File: config.mk
export PLATFORM = sky130hd
export DESIGN_NAME = adc_seq_ctrl
export DESIGN_NICKNAME = d
export VERILOG_FILES = /design/src/rtl/adc_seq_pkg.sv /design/src/rtl/adc_tick_gen.sv /design/src/rtl/adc_conv_stub.sv /design/src/rtl/adc_seq_ctrl.sv
export SDC_FILE = /design/constraint.sdc
export NUM_CORES = 1
export LEC_CHECK = 0
export BUFFER_PORTS_ARGS = -buffer_cell sky130_fd_sc_hd__clkbuf_2
export CAP_MARGIN = 15
export CORE_MARGIN = 4
export CORE_UTILIZATION = 45
export CTS_CLUSTER_DIAMETER = 120
export CTS_CLUSTER_SIZE = 28
export DETAILED_ROUTE_END_ITERATION = 8
export GPL_TIMING_DRIVEN = 0
export PLACE_DENSITY_LB_ADDON = 0.08
export RECOVER_POWER = 25
export REMOVE_ABC_BUFFERS = 1
export SETUP_SLACK_MARGIN = 0.1
export SYNTH_ARGS = -nofsm -noshare
export SYNTH_HDL_FRONTEND = slang
export SYNTH_HIERARCHICAL = 1
export SYNTH_SLANG_ARGS = --single-unit
File: constraint.sdc
create_clock -name clk -period 6.7 [get_ports clk]
set_input_delay 2.01 -clock clk [delete_from_list [all_inputs] [get_ports clk]]
set_output_delay 2.01 -clock clk [all_outputs]
set_load 0.01 [all_outputs]
File: src/rtl/adc_seq_pkg.sv
package adc_seq_pkg;
    localparam int unsigned RES_W     = 12;
    localparam int unsigned SMP_W     = 16;
    localparam int unsigned CMP_W     = 8;
    localparam int unsigned DIV_W     = 9;
    localparam int unsigned TICK_W    = SMP_W + 1;

    localparam logic [7:0] A_CTL      = 8'h00;
    localparam logic [7:0] A_MODE     = 8'h04;
    localparam logic [7:0] A_MASK     = 8'h08;
    localparam logic [7:0] A_TIME     = 8'h0C;
    localparam logic [7:0] A_INTC     = 8'h20;
    localparam logic [7:0] A_STAT     = 8'h24;
    localparam logic [7:0] A_DIV      = 8'h28;
    localparam logic [7:0] A_RES0     = 8'h30;

    localparam int unsigned B_EN      = 0;
    localparam int unsigned B_BUSY    = 1;
    localparam int unsigned B_PWR     = 2;
    localparam int unsigned B_SRST    = 15;
    localparam int unsigned B_ERR     = 16;
    localparam int unsigned B_LVL     = 31;

    localparam logic [SMP_W-1:0] SMP_RST = 16'h0578;
    localparam logic [CMP_W-1:0] CMP_RST = 8'h0E;
    localparam logic [DIV_W-1:0] DIV_RST = 9'd4;
endpackage

File: src/rtl/adc_tick_gen.sv
module adc_tick_gen #(
    parameter int unsigned DIV_W = 9
) (
    input  logic             clk,
    input  logic             rst_n,
    input  logic             clear,
    input  logic [DIV_W-1:0] div,
    output logic             tick
);
    logic [DIV_W-1:0] cnt_d, cnt_q;
    logic             wrap;

    always_comb begin
        wrap  = (div <= 1) || (cnt_q >= div - 1'b1);
        cnt_d = cnt_q;
        if (clear)     cnt_d = '0;
        else if (wrap) cnt_d = '0;
        else           cnt_d = cnt_q + 1'b1;
    end

    assign tick = wrap && !clear;

    always_ff @(posedge clk or negedge rst_n) begin
        if (!rst_n) cnt_q <= '0;
        else        cnt_q <= cnt_d;
    end
endmodule

File: src/rtl/adc_conv_stub.sv
module adc_conv_stub #(
    parameter int unsigned TICK_W = 17,
    parameter int unsigned RES_W  = 12
) (
    input  logic              clk,
    input  logic              rst_n,
    input  logic              start,
    input  logic              abort,
    input  logic              tick,
    input  logic [TICK_W-1:0] ticks,
    input  logic [RES_W-1:0]  ana_in,
    output logic              busy,
    output logic              last,
    output logic [RES_W-1:0]  sample
);
    typedef struct packed {
        logic              busy;
        logic [TICK_W-1:0] left;
        logic [RES_W-1:0]  sample;
    } stub_t;

    stub_t s_d, s_q;

    assign last = s_q.busy && tick && (s_q.left == 1);

    always_comb begin
        s_d = s_q;
        if (abort) begin
            s_d.busy = 1'b0;
        end else if (start) begin
            s_d.busy   = 1'b1;
            s_d.left   = (ticks == '0) ? TICK_W'(1) : ticks;
            s_d.sample = ana_in;
        end else if (s_q.busy && tick) begin
            if (s_q.left == 1) s_d.busy = 1'b0;
            else               s_d.left = s_q.left - 1'b1;
        end
    end

    always_ff @(posedge clk or negedge rst_n) begin
        if (!rst_n) s_q <= '0;
        else        s_q <= s_d;
    end

    assign busy   = s_q.busy;
    assign sample = s_q.sample;
endmodule

File: src/rtl/adc_seq_ctrl.sv
module adc_seq_ctrl
    import adc_seq_pkg::*;
#(
    parameter int unsigned NCH = 8
) (
    input  logic              clk,
    input  logic              rst_n,
    input  logic              bus_wr,
    input  logic [7:0]        bus_addr,
    input  logic [31:0]       bus_wdata,
    output logic [31:0]       bus_rdata,
    input  logic [RES_W-1:0]  ana_in,
    output logic              irq
);
    localparam int unsigned CHW = (NCH > 1) ? $clog2(NCH) : 1;

    typedef struct packed {
        logic                       en;
        logic                       pwr;
        logic                       srst;
        logic                       m_trg;
        logic                       m_sel;
        logic                       m_bufm;
        logic [1:0]                 m_edge;
        logic [NCH-1:0]             mask;
        logic [SMP_W-1:0]           smp;
        logic [CMP_W-1:0]           cmp;
        logic                       lvl;
        logic                       err_ie;
        logic [NCH-1:0]             ie;
        logic [NCH-1:0]             done;
        logic                       err;
        logic [DIV_W-1:0]           div;
        logic [CHW-1:0]             ch;
        logic [NCH-1:0][RES_W-1:0]  res;
        logic                       pulse;
    } regs_t;

    function automatic regs_t regs_default();
        regs_t r;
        r     = '0;
        r.smp = SMP_RST;
        r.cmp = CMP_RST;
        r.div = DIV_RST;
        return r;
    endfunction

    regs_t s_d, s_q;

    logic              busy_w, last_w, tick_w;
    logic [RES_W-1:0]  sample_w;
    logic              go, kill, srst_wr, ctl_wr;
    logic [CHW-1:0]    sel_idx;
    logic [NCH-1:0]    new_done;
    logic              new_err;

    assign ctl_wr  = bus_wr && (bus_addr == A_CTL);
    assign srst_wr = ctl_wr && bus_wdata[B_SRST];

    always_comb begin
        sel_idx = '0;
        for (int i = 0; i < NCH; i++) begin
            if (s_q.mask[i]) sel_idx = CHW'(i);
        end
    end

    always_comb begin
        s_d       = s_q;
        s_d.pulse = 1'b0;
        go        = 1'b0;
        kill      = 1'b0;

        if (bus_wr) begin
            unique case (bus_addr)
                A_CTL: begin
                    s_d.pwr  = bus_wdata[B_PWR];
                    s_d.srst = 1'b0;
                    if (bus_wdata[B_EN] && !s_q.en && s_q.pwr) begin
                        if ($onehot(s_q.mask)) begin
                            s_d.en = 1'b1;
                            s_d.ch = sel_idx;
                            go     = 1'b1;
                        end else begin
                            s_d.err = 1'b1;
                        end
                    end else if (!bus_wdata[B_EN] && s_q.en) begin
                        s_d.en = 1'b0;
                        kill   = 1'b1;
                    end
                end
                A_MODE: begin
                    s_d.m_trg  = bus_wdata[0];
                    s_d.m_sel  = bus_wdata[2];
                    s_d.m_bufm = bus_wdata[4];
                    s_d.m_edge = bus_wdata[13:12];
                end
                A_MASK: s_d.mask = bus_wdata[NCH-1:0];
                A_TIME: begin
                    s_d.smp = bus_wdata[SMP_W-1:0];
                    s_d.cmp = bus_wdata[16 +: CMP_W];
                end
                A_INTC: begin
                    s_d.lvl    = bus_wdata[B_LVL];
                    s_d.err_ie = bus_wdata[B_ERR];
                    s_d.ie     = bus_wdata[NCH-1:0];
                end
                A_STAT: begin
                    s_d.done = s_q.done & ~bus_wdata[NCH-1:0];
                    s_d.err  = s_q.err  & ~bus_wdata[B_ERR];
                end
                A_DIV: begin
                    if (bus_wdata[DIV_W-1:0] == DIV_RST) s_d.div = DIV_RST;
                end
                default: ;
            endcase
        end

        // completion overrides a same-cycle clear of its own flag
        if (last_w) begin
            s_d.en           = 1'b0;
            s_d.res[s_q.ch]  = sample_w;
            s_d.done[s_q.ch] = 1'b1;
            kill             = 1'b0;
        end

        new_done  = s_d.done & ~s_q.done & s_d.ie;
        new_err   = s_d.err & ~s_q.err & s_d.err_ie;
        s_d.pulse = !s_d.lvl && ((|new_done) || new_err);

        if (srst_wr) begin
            s_d      = regs_default();
            s_d.srst = 1'b1;
            go       = 1'b0;
            kill     = 1'b1;
        end
    end

    always_ff @(posedge clk or negedge rst_n) begin
        if (!rst_n) s_q <= regs_default();
        else        s_q <= s_d;
    end

    adc_tick_gen #(.DIV_W(DIV_W)) u_tick (
        .clk   (clk),
        .rst_n (rst_n),
        .clear (go),
        .div   (s_q.div),
        .tick  (tick_w)
    );

    adc_conv_stub #(.TICK_W(TICK_W), .RES_W(RES_W)) u_stub (
        .clk    (clk),
        .rst_n  (rst_n),
        .start  (go),
        .abort  (kill),
        .tick   (tick_w),
        .ticks  (TICK_W'(s_q.smp) + TICK_W'(s_q.cmp)),
        .ana_in (ana_in),
        .busy   (busy_w),
        .last   (last_w),
        .sample (sample_w)
    );

    assign irq = s_q.lvl ? ((|(s_q.done & s_q.ie)) || (s_q.err && s_q.err_ie)) : s_q.pulse;

    always_comb begin
        bus_rdata = '0;
        unique case (bus_addr)
            A_CTL: begin
                bus_rdata[B_EN]   = s_q.en;
                bus_rdata[B_BUSY] = busy_w;
                bus_rdata[B_PWR]  = s_q.pwr;
                bus_rdata[B_SRST] = s_q.srst;
            end
            A_MODE: begin
                bus_rdata[0]     = s_q.m_trg;
                bus_rdata[2]     = s_q.m_sel;
                bus_rdata[4]     = s_q.m_bufm;
                bus_rdata[13:12] = s_q.m_edge;
            end
            A_MASK: bus_rdata[NCH-1:0] = s_q.mask;
            A_TIME: begin
                bus_rdata[SMP_W-1:0]  = s_q.smp;
                bus_rdata[16 +: CMP_W] = s_q.cmp;
            end
            A_INTC: begin
                bus_rdata[B_LVL]     = s_q.lvl;
                bus_rdata[B_ERR]     = s_q.err_ie;
                bus_rdata[NCH-1:0]   = s_q.ie;
            end
            A_STAT: begin
                bus_rdata[B_ERR]     = s_q.err;
                bus_rdata[NCH-1:0]   = s_q.done;
            end
            A_DIV: bus_rdata[DIV_W-1:0] = s_q.div;
            default: begin
                for (int i = 0; i < NCH; i++) begin
                    if (bus_addr == A_RES0 + 8'(4 * i)) bus_rdata[RES_W-1:0] = s_q.res[i];
                end
            end
        endcase
    end

    // the converter is only busy while the enable bit is held
    p_busy_en_r2: assert property (@(posedge clk) disable iff (!rst_n)
        busy_w |-> s_q.en);

    // a finishing conversion leaves its done flag set
    p_finish_done_r3: assert property (@(posedge clk) disable iff (!rst_n)
        (last_w && !srst_wr) |=> s_q.done[$past(s_q.ch)]);

    // a bad mask never starts the converter
    p_badmask_r4: assert property (@(posedge clk) disable iff (!rst_n)
        (ctl_wr && bus_wdata[B_EN] && !bus_wdata[B_SRST] && s_q.pwr && !s_q.en
         && !$onehot(s_q.mask)) |=> (!busy_w && s_q.err));

    // no start while powered down
    p_nopwr_r8: assert property (@(posedge clk) disable iff (!rst_n)
        (ctl_wr && bus_wdata[B_EN] && !s_q.pwr && !busy_w) |=> !busy_w);

    // clearing enable while busy stops the converter
    p_abort_r9: assert property (@(posedge clk) disable iff (!rst_n)
        (ctl_wr && !bus_wdata[B_EN] && busy_w && !last_w) |=> (!busy_w && !s_q.en));

    // software reset restores defaults and stops the converter
    p_srst_r10: assert property (@(posedge clk) disable iff (!rst_n)
        srst_wr |=> (!busy_w && s_q.srst && s_q.mask == '0 && s_q.div == DIV_RST));
endmodule

== Word level (Yosys, flattened, before mapping) ==
Cells that the tools add are included.
Storage, ports and cells
  flip-flop bits (word level): 207
  input bits: 55
  output and inout bits: 33
  word-level logic and storage cells: 204
Cells by class
  add/subtract/negate cells: 11
  magnitude comparators: 4
  equal/unequal tests: 19
  muxes and demuxes: 76
  bitwise logic cells: 13
  reductions and logical operators: 51
Operators with widths (count)
  $mux W168: 1
  $mux W12: 9
  $bwmux W96: 1
  $mux W96: 1
  $mux W71: 1
  $eq A8 B6 Y1 const B: 7
  $demux W12 S3: 1
  $mux W18: 2
  $mux W9: 4
  $mux W17: 2
  $and A8 B8 Y8: 4
  $eq A8 B7 Y1 const B: 4
  $pmux W1 S7: 4
  $mux W3: 9
  $mux W1: 24
  $mux W24: 1
  $mux W8: 3
  $reduce_bool A2 Y1: 11
  $pmux W3 S6: 1
  $add A16 B8 Y17: 1
  $eq A17 B1 Y1 const B: 1
  $logic_not A17 Y1: 1
  $sub A17 B1 Y17 const B: 1
  $eq A8 B4 Y1 const B: 2
  41 further kinds: 78

== Longest topological paths before layout ==
Gate-level depths: netlist of run 1.
  word-level depth: 20
  gate-level depth with buffers: 25
  mapped depth without buffers: 22

== Cells and area by module ==
Netlist of run 1, hierarchy kept.
Modules (own cells, without submodules)
  adc_seq_ctrl: times used 1, cells an instance 1047, area an instance 8988.6 um^2, sequential area each 4016.4 um^2
  adc_conv_stub: times used 1, cells an instance 189, area an instance 1820.5 um^2, sequential area each 750.7 um^2
  adc_tick_gen: times used 1, cells an instance 85, area an instance 848.3 um^2, sequential area each 225.2 um^2

== Least setup slack after synthesis of run 1 ==
Ideal clock, no wire load.
  kind: flip-flop to flip-flop
  start: register, netlist name s_q[152]
  end: register u_stub.s_q (netlist bit u_stub/sample[10])
  setup time: 125 ps
  arrival time: 5669 ps
  required time: 6575 ps
  path slack: 907 ps
  cell stages (with the launch flop): 25
  path buffers: 3
  period minus slack after synthesis: 5793 ps
  cell sequence: dfrtp_1 inv_1 fa_1 fa_1 fa_1 inv_1 ha_1 inv_1 fa_1 nand3b_1 a21oi_1 nand3_1 nor2_1 buf_1 o21ba_1 nand3_1 nor2_1 clkbuf_1 nor2_1 a21oi_1 nor2_1 clkinv_1 nand2_1 clkbuf_1 mux2_2
RTL lines
  end signal: assignment: line adc_conv_stub.sv:41  | if (!rst_n) s_q <= '0;
  end signal: assignment: line adc_conv_stub.sv:42  | else s_q <= s_d;
  end: declaration: line adc_conv_stub.sv:22  | stub_t s_d, s_q;

== Final worst setup path of run 1 ==
  start: input bus_addr[2]
  end: output bus_rdata[5]
On the way
  longest elaborated chain between the ends: 10
  elaborated cells between the ends (all ways): 25
  classes of those cells: eq/ne (14); mux (9); reduce/logical (2)
Ends and longest elaborated chain
  start: declaration: line adc_seq_ctrl.sv:9  | input logic [7:0] bus_addr,
  $eq A8 B6 Y1: line adc_seq_ctrl.sv:198  | if (bus_addr == A_RES0 + 8'(4 * i)) bus_rdata[RES_W-1:0] = s_q.res[i];
  $mux W12 (8 in a row): line adc_seq_ctrl.sv:198
  $pmux W3 S6 *: line adc_seq_ctrl.sv:168  | unique case (bus_addr)
  end: declaration: line adc_seq_ctrl.sv:11  | output logic [31:0] bus_rdata,
Mark *: on every way between the ends. The rest lies on a longest branch, timed or not.

==> flow_summary.json, run 1 <==
{
  "wl_per_cell_um": 21.6,
  "setup_violations": 0,
  "cellPowerDensity_mw_per_mm2": 226,
  "seq_area_frac_synth_pct": 42.8,
  "final_cell_mix": "nand2_1, dfrtp_1, a21oi_1",
  "synth.avg_cell_area_um2": 8.82,
  "relSlewSlack_pct": -77.4,
  "synth_edf_count": 0,
  "min_period_ns": 6.53,
  "grt_use_total_pct": 25.4,
  "grt_pass1_wl_mm": 56.6,
  "antenna_found_initial": 0,
  "numCtsBuffers": 17,
  "cp_top_family": "compound AO/OA/AOI/OAI gates",
  "drc": 0,
  "die_area_mm2": 0.0285,
  "cp_data_arrival_time_ns": 4.52,
  "gp_routability_congestion": 0.865,
  "rsz0062_at_grt": "false",
  "layout_setup_ws_ns": 0.167,
  "dieWidth_um": 169,
  "reg2reg_depth": 22,
  "clk_path_buf_depth": 2,
  "slew_violations": 100,
  "cp-end-kind": "output pin",
  "grt_pass1_vias": 9545,
  "fill_cells": 2426,
  "skew_ns": 0.0226,
  "start_kind": "primary input",
  "syn-cell-area_mm2": 0.0117,
  "cp_num_buf_inv": 3,
  "post-route-period-util_pct": 97.5,
  "areaGrowthSynthToFinish_pct": 10.9,
  "io_pins": 88,
  "async_flop_share_pct": 100,
  "yosysUniqueCellTypes": 84,
  "drive_gt1_share_pct": 15.0,
  "core_mm2": 0.0253,
  "slowest_delay_ns": 0.89,
  "dpl.hpwl_mm": 24.4,
  "hold_end": "s_q[165]",
  "initial_utilization_pct": 46.0,
  "dieHeight_um": 169,
  "reg2reg_from": "s_q[155]",
  "cts_tree": "done",
  "cts_max_level": 4,
  "synth_ff_type": "dfrtp_1",
  "hold_class": "reg2reg",
  "fmax_ghz": 0.153,
  "final_common_cell": "nand2_1",
  "clkLatencyLatePin_ns": 0.46,
  "finalHoldViolCount": 0,
  "yosysWarnings": 6,
  "drt_iter0_markers": 873,
  "rows": 58,
  "clk_pin_slew_ns": 0.08,
  "min_from": "s_q[165]",
  "path_cells": "clkbuf_4 > buf_16 > nor2b_1 > o2bb2ai_1 > a32oi_1 > a22oi_2 > o221ai_1 > o221ai_1 > clkbuf_2",
  "peakVddDrop_uv": 179,
  "synth_seq_cells": 199,
  "rrSetupSlack_ns": 0.60,
  "cts_sinks": 199,
  "dr.pass1.iters": 5,
  "worstMarginPinSlew_ns": 2.66,
  "postSynthCellCount": 1321,
  "cp.required_ns": 4.69,
  "final_net_count": 1434,
  "cp_slowest_cell": "nor2b_1",
  "routed_wl_mm": 36.6,
  "viasPerCell": 5.88,
  "num_vias": 9954,
  "violations": "max-capacitance violations, max-slew violations",
  "setup_tns_ns": 0,
  "max_cap_viol_count": 1,
  "crit_type": "in2out",
  "r2r-end": "u_stub/s_q[15]",
  "grt_max_degree": 101,
  "crit_path_frequent_cell": "o221ai_1",
  "root_buffer": "clkbuf_16",
  "n_antenna_cell": 0,
  "min_delay_path_depth": 2,
  "outcome": "finished, violations left",
  "power.leakage_nw": 5.81,
  "pre_cts_ws_ns": -0.852,
  "cp_max_fo": 71,
  "placement.io_buffers": 73,
  "grt-ovfl-total": 0,
  "ant_nets": 0
}
final cells by class:
| cell class | count | area, µm² | share of cell area (%) |
|---|---|---|---|
| Multi-Input combinational cell | 1003 | 6150 | 47.6 |
| Tap cell | 330 | 413 | 3.19 |
| Clock buffer | 18 | 429 | 3.32 |
| Clock inverter | 14 | 194 | 1.50 |
| Inverter | 38 | 143 | 1.10 |
| Timing Repair Buffer | 90 | 608 | 4.70 |
| Sequential cell | 199 | 4990 | 38.6 |
metal layers:
metal,GRT usage (%),vias up,routed length [µm]
met1,35.7,4922,16700
met3,3.90,53,1700
met2,40.5,285,17300
li1,-,4694,-
met4,8.19,0,966
met5,0,-,0
metrics by stage:
stage	cells	cell area, µm²	hold WS [ns]	power (W)	util [%]
3_3_place_gp	1642	12000	0.461	0.00182	47.3
2_1_floorplan	1239	11200	0.448	0.00166	-
5_1_grt	1692	12900	0.530	0.00305	51.0
3_5_place_dp	1657	12200	0.466	0.00183	48.4
6_report	1692	12900	0.489	0.00292	51.0
4_1_cts	1690	12900	0.485	0.00294	51.0
power by group:
group	leakage, nW	switching (W)	internal, W
combinational	2.83	0.000268	0.000182
clock	0.304	0.000558	0.000548
sequential	2.68	0.0000934	0.00127
total	5.81	0.000919	0.00200
cell usage after synthesis, drive strengths merged (9+ instances only):
cell type	n	area (µm²)
nand2	258	968
dfrtp	189	4730
a21oi	130	654
nor2	99	374
buf	63	390
clkbuf	50	189
inv	36	135
o21ai	34	170
mux2i	33	330
nor4	30	272
nand3	28	155
nor3	28	156
a22oi	25	218
ha	25	313
o22ai	25	156
a22o	19	166
nor2b	17	106
xnor2	17	149
o221ai	15	150
mux2	14	158
and3	13	81.3
or4	13	101
a31oi	11	68.8
o211ai	11	97.6
dfstp	10	263
xor2	9	78.8
kinds of logic (layout without fill, tap and decap cells):
group,after synthesis,after routing,share of synthesized area (%)
AND/OR/NAND/NOR,542,543,22.8
AO/OA/AOI/OAI,325,325,18.4
flip-flops,199,199,42.8
buffers and inverters,151,160,6.19
multiplexers,47,47,4.19
adder cells (fa/ha/maj),30,30,3.54
XOR/XNOR,26,26,1.95
other,1,32,0.0322
worst min-delay path: stages, from the launching register on:
cell and delay (ns):
dfrtp_1 0.35, nand2_1 0.05, nand2_1 0.05
state kept, by name (all words and copies together) (netlist names):
signal         count
s_q              160
u_stub/s_q        17
u_stub/sample     12
u_tick/cnt_q       9
u_stub/busy        1
what timing repair did:
| action | 4_1_cts | 5_1_grt |
|---|---|---|
| setup endpoints to repair | 45 | 34 |
| pin swaps | 1 | 1 |
| gates resized for setup | 9 | 2 |
| hold buffers | 0 | 0 |
| buffers inserted | 0 | 2 |
| gates cloned | 1 | 0 |
worst max-delay path by stage:
| stage | start | to | slack, ns | depth (start not counted) |
|---|---|---|---|---|
| after floorplan | bus_addr[5] | u_stub/s_q[13] | 0.005 | 14 |
| after global placement | bus_addr[2] | u_stub/s_q[16] | -3.61 | 15 |
| after detailed placement | bus_addr[3] | u_stub/s_q[15] | -0.85 | 16 |
| after CTS | bus_addr[3] | bus_rdata[4] | 0.08 | 9 |
| after global routing | bus_addr[5] | bus_rdata[10] | 0.16 | 7 |
| final | bus_addr[2] | bus_rdata[5] | 0.17 | 9 |
(Power assumes the default switching activity.)
==> run 2: changes to the inputs <==
ABC_AREA = 1   (was unset)
CORE_UTILIZATION = 50   (was 45)
HOLD_SLACK_MARGIN = 0.1   (was unset)
==> run 2 against run 1 <==
The run still ends with max-capacitance violations, max-slew violations left. Via count grew 3.9%. Total power fell by 5.2%. Critical path depth stayed put. Routed wire length decreased by 13%. Maximum frequency is 4.9% higher. Global-route usage fell by 0.76 points. Sequential share of layout area fell by 0.84 points. Critical endpoint is now bus_rdata[1].
==> flow_summary.json, run 2 <==
{
  "outcome": "finished, violations left",
  "violations": "max-capacitance violations, max-slew violations",
  "layout_setup_ws_ns": 0.474,
  "reg2reg_from": "s_q[153]",
  "whs_ns": 0.488,
  "synth.most_common_cell": "nand2_1",
  "final_common_cell": "nand2_1",
  "areaGrowthSynthToFinish_pct": 9.73,
  "yosys.area.top_type": "dfrtp_1",
  "power_frac_comb_pct": 14.1,
  "synthTopCellsByCount": "nand2_1, inv_1, dfrtp_1",
  "clkLatencyLatePin_ns": 0.45,
  "clk_path_buf_depth": 2,
  "cp_data_arrival_time_ns": 4.22,
  "yosysWarnings": 6,
  "viasPerCell": 5.07,
  "die_area_mm2": 0.0266,
  "final_net_count": 1794,
  "cts_max_level": 4,
  "dieHeight_um": 163,
  "use_met3_pct": 4.37,
  "antenna_found_initial": 0,
  "reg2reg_depth": 23,
  "initial_utilization_pct": 51.0,
  "regMostFlops": "s_q",
  "synth_ff_type": "dfrtp_1",
  "root_buffer": "clkbuf_16",
  "clkPwrFrac_pct": 39.0,
  "rows": 56,
  "grt-ovfl-total": 0,
  "final_cell_mix": "nand2_1, inv_1, dfrtp_1",
  "cts_sinks": 199,
  "synth.avg_cell_area_um2": 7.28,
  "grt_max_degree": 107,
  "n_antenna_cell": 0,
  "grt_use_total_pct": 24.6,
  "ant_nets": 0,
  "drive_gt1_share_pct": 11.4,
  "postSynthCellCount": 1655,
  "cp.required_ns": 4.69,
  "sw_frac_of_total_pct": 30.4,
  "post-route-util_pct": 56.0,
  "p_total_w": 0.00277,
  "dr.pass1.iters": 5,
  "cp_max_fo": 12,
  "yosysTopAreaCellShare_pct": 39.3,
  "intPower_w": 0.00193,
  "hold_end": "s_q[160]",
  "io_pins": 88,
  "grt_pass1_wl_mm": 51.5,
  "min_period_ns": 6.23,
  "syn-cell-area_mm2": 0.0120,
  "core_mm2": 0.0236,
  "worstMarginPinSlew_ns": 2.70,
  "max_cap_viol_count": 1,
  "peakVddDrop_uv": 114,
  "gp_routability_congestion": 0.893,
  "seq_power_share_pct": 46.9,
  "fill_cells": 2345,
  "synth_edf_count": 0,
  "hold_class": "reg2reg",
  "numCtsBuffers": 17,
  "clk_pin_slew_ns": 0.07,
  "slew_violations": 101,
  "rrSetupSlack_ns": 1.20,
  "dieWidth_um": 163,
  "cp-end-kind": "output pin",
  "setup_violations": 0,
  "use_met2_pct": 41.2,
  "seq_area_frac_synth_pct": 41.5,
  "largest_register_ffs": 160,
  "async_flop_share_pct": 100,
  "drc": 0,
  "cellPowerDensity_mw_per_mm2": 210,
  "r2r-end": "u_stub/s_q[16]",
  "crit_start": "bus_addr[2]",
  "pre_cts_ws_ns": 0.0905,
  "rsz0062_at_grt": "false",
  "routed_wl_mm": 31.7,
  "start_kind": "primary input",
  "ys_top_cells_by_area": "dfrtp_1, nand2_1, inv_1",
  "num_vias": 10345,
  "skew_ns": 0.0157,
  "grt_use_met1_pct": 33.2,
  "switching_power_w": 0.000841,
  "wl_per_cell_um": 15.5,
  "top_usage_layer": "met2",
  "relSlewSlack_pct": -79.8,
  "crit_type": "in2out",
  "drt_iter0_markers": 736,
  "fmax_ghz": 0.161,
  "min_delay_path_depth": 2,
  "post-route-period-util_pct": 92.9,
  "finalHoldViolCount": 0,
  "power.leakage_nw": 7.14,
  "dpl.hpwl_mm": 21.4,
  "cts_tree": "done",
  "yosysUniqueCellTypes": 54,
  "min_from": "s_q[160]",
  "placement.io_buffers": 73,
  "synth_seq_cells": 199,
  "grt_pass1_vias": 9640
}
run 2: layer usage:
| layer | part of all wire, % | vias up |
|---|---|---|
| li1 | - | 5242 |
| met1 | 45 | 4826 |
| met2 | 48 | 239 |
| met3 | 4.7 | 38 |
| met4 | 2.1 | 0 |
| met5 | 0 | - |
run 2: per-stage QoR:
stage / area, µm² / cells / setup TNS (ns)
final: 13200 / 2041 / 0
after global routing: 13200 / 2041 / 0
after CTS: 13200 / 2038 / 0
after detailed placement: 12500 / 2006 / 0
after global placement: 12500 / 2001 / -99.37
after floorplan: 11700 / 1609 / 0
run 2: power groups by stage:
stage                     Combinational, W  Clock [W]  Sequential (W)
final                             0.000391    0.00108         0.00130
after global routing              0.000459    0.00115         0.00130
after CTS                         0.000395    0.00111         0.00130
after detailed placement          0.000391          0         0.00132
after global placement            0.000378          0         0.00132
after floorplan                   0.000277          0         0.00131
run 2: layout make-up:
cell class	count	area (µm²)	share of cell area [%]
flip-flops and latches	199	4990	37.8
clock buffers	18	439	3.32
well taps	319	399	3.02
clock inverters	14	193	1.46
inverters	250	946	7.16
multi-input cells	1160	5760	43.6
repair buffers	81	484	3.67
run 2: repair_timing:
action	CTS	global route
setup buffers	0	0
setup endpoints to repair	1	0
endpoints found under the hold margin	0	0
resized for setup	1	0
hold buffers	0	0
run 2: worst max-delay path by stage:
| stage | endpoint | slack [ns] | cells after the start |
|---|---|---|---|
| after detailed placement | bus_rdata[6] | 0.09 | 9 |
| after CTS | bus_rdata[10] | 0.45 | 11 |
| after floorplan | u_stub/s_q[16] | 1.24 | 23 |
| after global placement | u_stub/sample[6] | -0.51 | 1 |
| final | bus_rdata[1] | 0.47 | 9 |
| after global routing | bus_rdata[10] | 0.34 | 11 |
run 2: worst max-delay path, stage by stage:
cell,delay (ns)
clkbuf_2,0.11
inv_1,0.06
nand3_1,0.26
nor2_2,0.16
inv_1,0.38
o21ai_0,0.14
a211oi_1,0.71
nand3b_1,0.20
clkbuf_2,0.18
run 2: logic make-up after synthesis:
logic type                 synth area share (%)
buffers and inverters                      11.7
xor gates and xnor gates                   1.96
muxes                                      1.12
DFF                                        41.5
AOI/OAI and AO/OA                          10.7
other                                    0.0311
and+or+nand+nor                            29.6
adders and majority gates                  3.43
==> run 3: changes to the inputs <==
CAP_MARGIN = unset   (was 15)
MAX_ROUTING_LAYER = met4   (was unset)
clock period = 7.2 ns   (was 6.7 ns; I/O delays follow)
==> run 3 against run 2 <==
The flow still finishes with violations (max-capacitance violations, max-slew violations). Sequential power down 7%. Non-clock buffer count shrank 6. Register-to-register slack better by 0.46 ns. Setup slack worse by 0.13 ns. Combinational power down 7.4%. Clock power down 11%. Critical path type unchanged. Critical endpoint is now bus_rdata[6]. Highest routed layer unchanged.
==> flow_summary.json, run 3 (synthesized netlist as in run 2, its figures left out) <==
{
  "dr.pass1.iters": 5,
  "drive_gt1_share_pct": 10.9,
  "power.leakage_nw": 7.08,
  "hold_class": "reg2reg",
  "die_area_mm2": 0.0266,
  "grt_pass1_wl_mm": 51.3,
  "cp_data_arrival_time_ns": 4.70,
  "drt_iter0_markers": 834,
  "grt_use_total_pct": 25.4,
  "clk_path_buf_depth": 2,
  "outcome": "finished, violations left",
  "ant_nets": 0,
  "final_common_cell": "nand2_1",
  "layout_setup_ws_ns": 0.342,
  "dpl_cell_area_mm2": 0.0125,
  "violations": "max-capacitance violations, max-slew violations",
  "worstMarginPinSlew_ns": 4.63,
  "grt_pass1_vias": 9557,
  "core_mm2": 0.0236,
  "reg2reg_from": "s_q[153]",
  "rsz0062_at_grt": "false",
  "cp-end-kind": "output pin",
  "fill_cells": 2369,
  "antenna_found_initial": 0,
  "gp_routability_congestion": 0.908,
  "finalHoldViolCount": 0,
  "routed_wl_mm": 31.7,
  "dieHeight_um": 163,
  "fmax_ghz": 0.146,
  "slowest_delay_ns": 0.70,
  "cts_setup_buffers": 0,
  "crit_start": "bus_addr[6]",
  "dieWidth_um": 163,
  "cts_tree": "done",
  "root_buffer": "clkbuf_16",
  "placement.io_buffers": 73,
  "clkLatencyLatePin_ns": 0.45,
  "cp.required_ns": 5.04,
  "cp_num_buf_inv": 4,
  "max_cap_viol_count": 1,
  "cts_resized": 0,
  "drc": 0,
  "wl_per_cell_um": 15.6,
  "pre_cts_ws_ns": 0.342,
  "cp_top_family": "simple AND/OR/NAND/NOR gates",
  "cts_sinks": 199,
  "crit_type": "in2out",
  "cp-endpoint": "bus_rdata[6]",
  "setup_violations": 0,
  "min_period_ns": 6.86,
  "slew_violations": 101,
  "final_net_count": 1788,
  "rrSetupSlack_ns": 1.66,
  "n_antenna_cell": 0,
  "viasPerCell": 5.04,
  "regMostFlops": "s_q",
  "grt-ovfl-total": 0,
  "numCtsBuffers": 17,
  "reg2reg_depth": 25,
  "final_cell_mix": "nand2_1, inv_1, dfrtp_1",
  "areaGrowthSynthToFinish_pct": 8.66,
  "clk_pin_slew_ns": 0.07,
  "whs_ns": 0.493,
  "dpl.hpwl_mm": 21.2,
  "skew_ns": 0.0164,
  "cp.depth": 9,
  "grt_max_degree": 107,
  "cp_slowest_cell": "a221oi_1",
  "path_cells": "clkbuf_2 > inv_1 > nand2_1 > nor2_4 > nand2_1 > inv_1 > a221oi_1 > nand3b_1 > clkbuf_2",
  "ctsHoldBuffers": 0,
  "cts_max_level": 4,
  "post-route-period-util_pct": 95.2,
  "rows": 56,
  "cellPowerDensity_mw_per_mm2": 194,
  "cp_max_fo": 20,
  "setup_tns_ns": 0,
  "peakVddDrop_uv": 135,
  "largest_register_ffs": 160,
  "initial_utilization_pct": 51.0,
  "fin_area_mm2": 0.0131,
  "num_vias": 10256,
  "io_pins": 88,
  "relSlewSlack_pct": -209,
  "start_kind": "primary input",
  "r2r-end": "s_q[0]"
}
==> run 3: layout make-up <==
class	count	area, µm²	share of cell area [%]
inverters	250	946	7.23
flip-flops and latches	199	4990	38.2
well taps	319	399	3.05
multi-input cells	1160	5760	44.0
clock buffers	17	425	3.25
clock inverters	14	156	1.20
repair buffers	75	408	3.12
==> run 3: worst reg2reg max path: stages (launching register included) <==
cell and delay, ns:
dfrtp_1 0.40, inv_1 0.13, fa_1 0.46, fa_1 0.46, fa_1 0.49, inv_1 0.04, ha_1 0.19, inv_1 0.08
fa_1 0.40, nand2_1 0.07, nor2_1 0.04, nand2_1 0.16, nor4_2 0.10, a21oi_1 0.14, nand2_1 0.09, nor2_1 0.23
inv_1 0.13, nor2_1 0.26, nand3_1 0.92, nor2_1 0.34, nand2_1 0.09, nand2_1 0.06, nor2_1 0.06, nand3_1 0.07
nand2_1 0.05, inv_1 0.04
==> run 3: through the flow <==
| stage | power [W] | std cells | utilization [%] |
|---|---|---|---|
| floorplan | 0.00147 | 1609 | - |
| global placement | 0.00158 | 2001 | 52.7 |
| finish | 0.00253 | 2034 | 55.4 |
| detailed placement | 0.00159 | 2003 | 52.9 |
| global route | 0.00267 | 2034 | 55.4 |
| CTS | 0.00255 | 2034 | 55.4 |
==> run 3: layer usage <==
layer  routed length, µm  up-vias  part of all wire [%]  global-route usage (%)
li1                    -     5228                     -                       -
met1               14400     4761                    46                    33.7
met2               15100      222                    48                    40.8
met3                1440       45                   4.6                    4.06
met4                 749        0                   2.4                    7.13
met5                   0        -                     0                       -
==> run 3: power breakdown <==
part,leakage [nW],switching (W),internal (W)
Sequential,2.60,0.0000437,0.00116
Clock,0.282,0.000496,0.000465
Combinational,4.20,0.000223,0.000139
Total,7.08,0.000763,0.00177
==> run 3: how the worst min path moves through the flow <==
stage              from  endpoint  slack (ns)  depth (start not counted)
6_report       s_q[160]  s_q[160]        0.49                          2
5_1_grt        s_q[164]  s_q[164]        0.52                          2
4_1_cts        s_q[160]  s_q[160]        0.49                          2
3_5_place_dp   s_q[160]  s_q[160]        0.47                          2
3_3_place_gp   s_q[161]  s_q[161]        0.47                          2
2_1_floorplan  s_q[161]  s_q[161]        0.45                          2
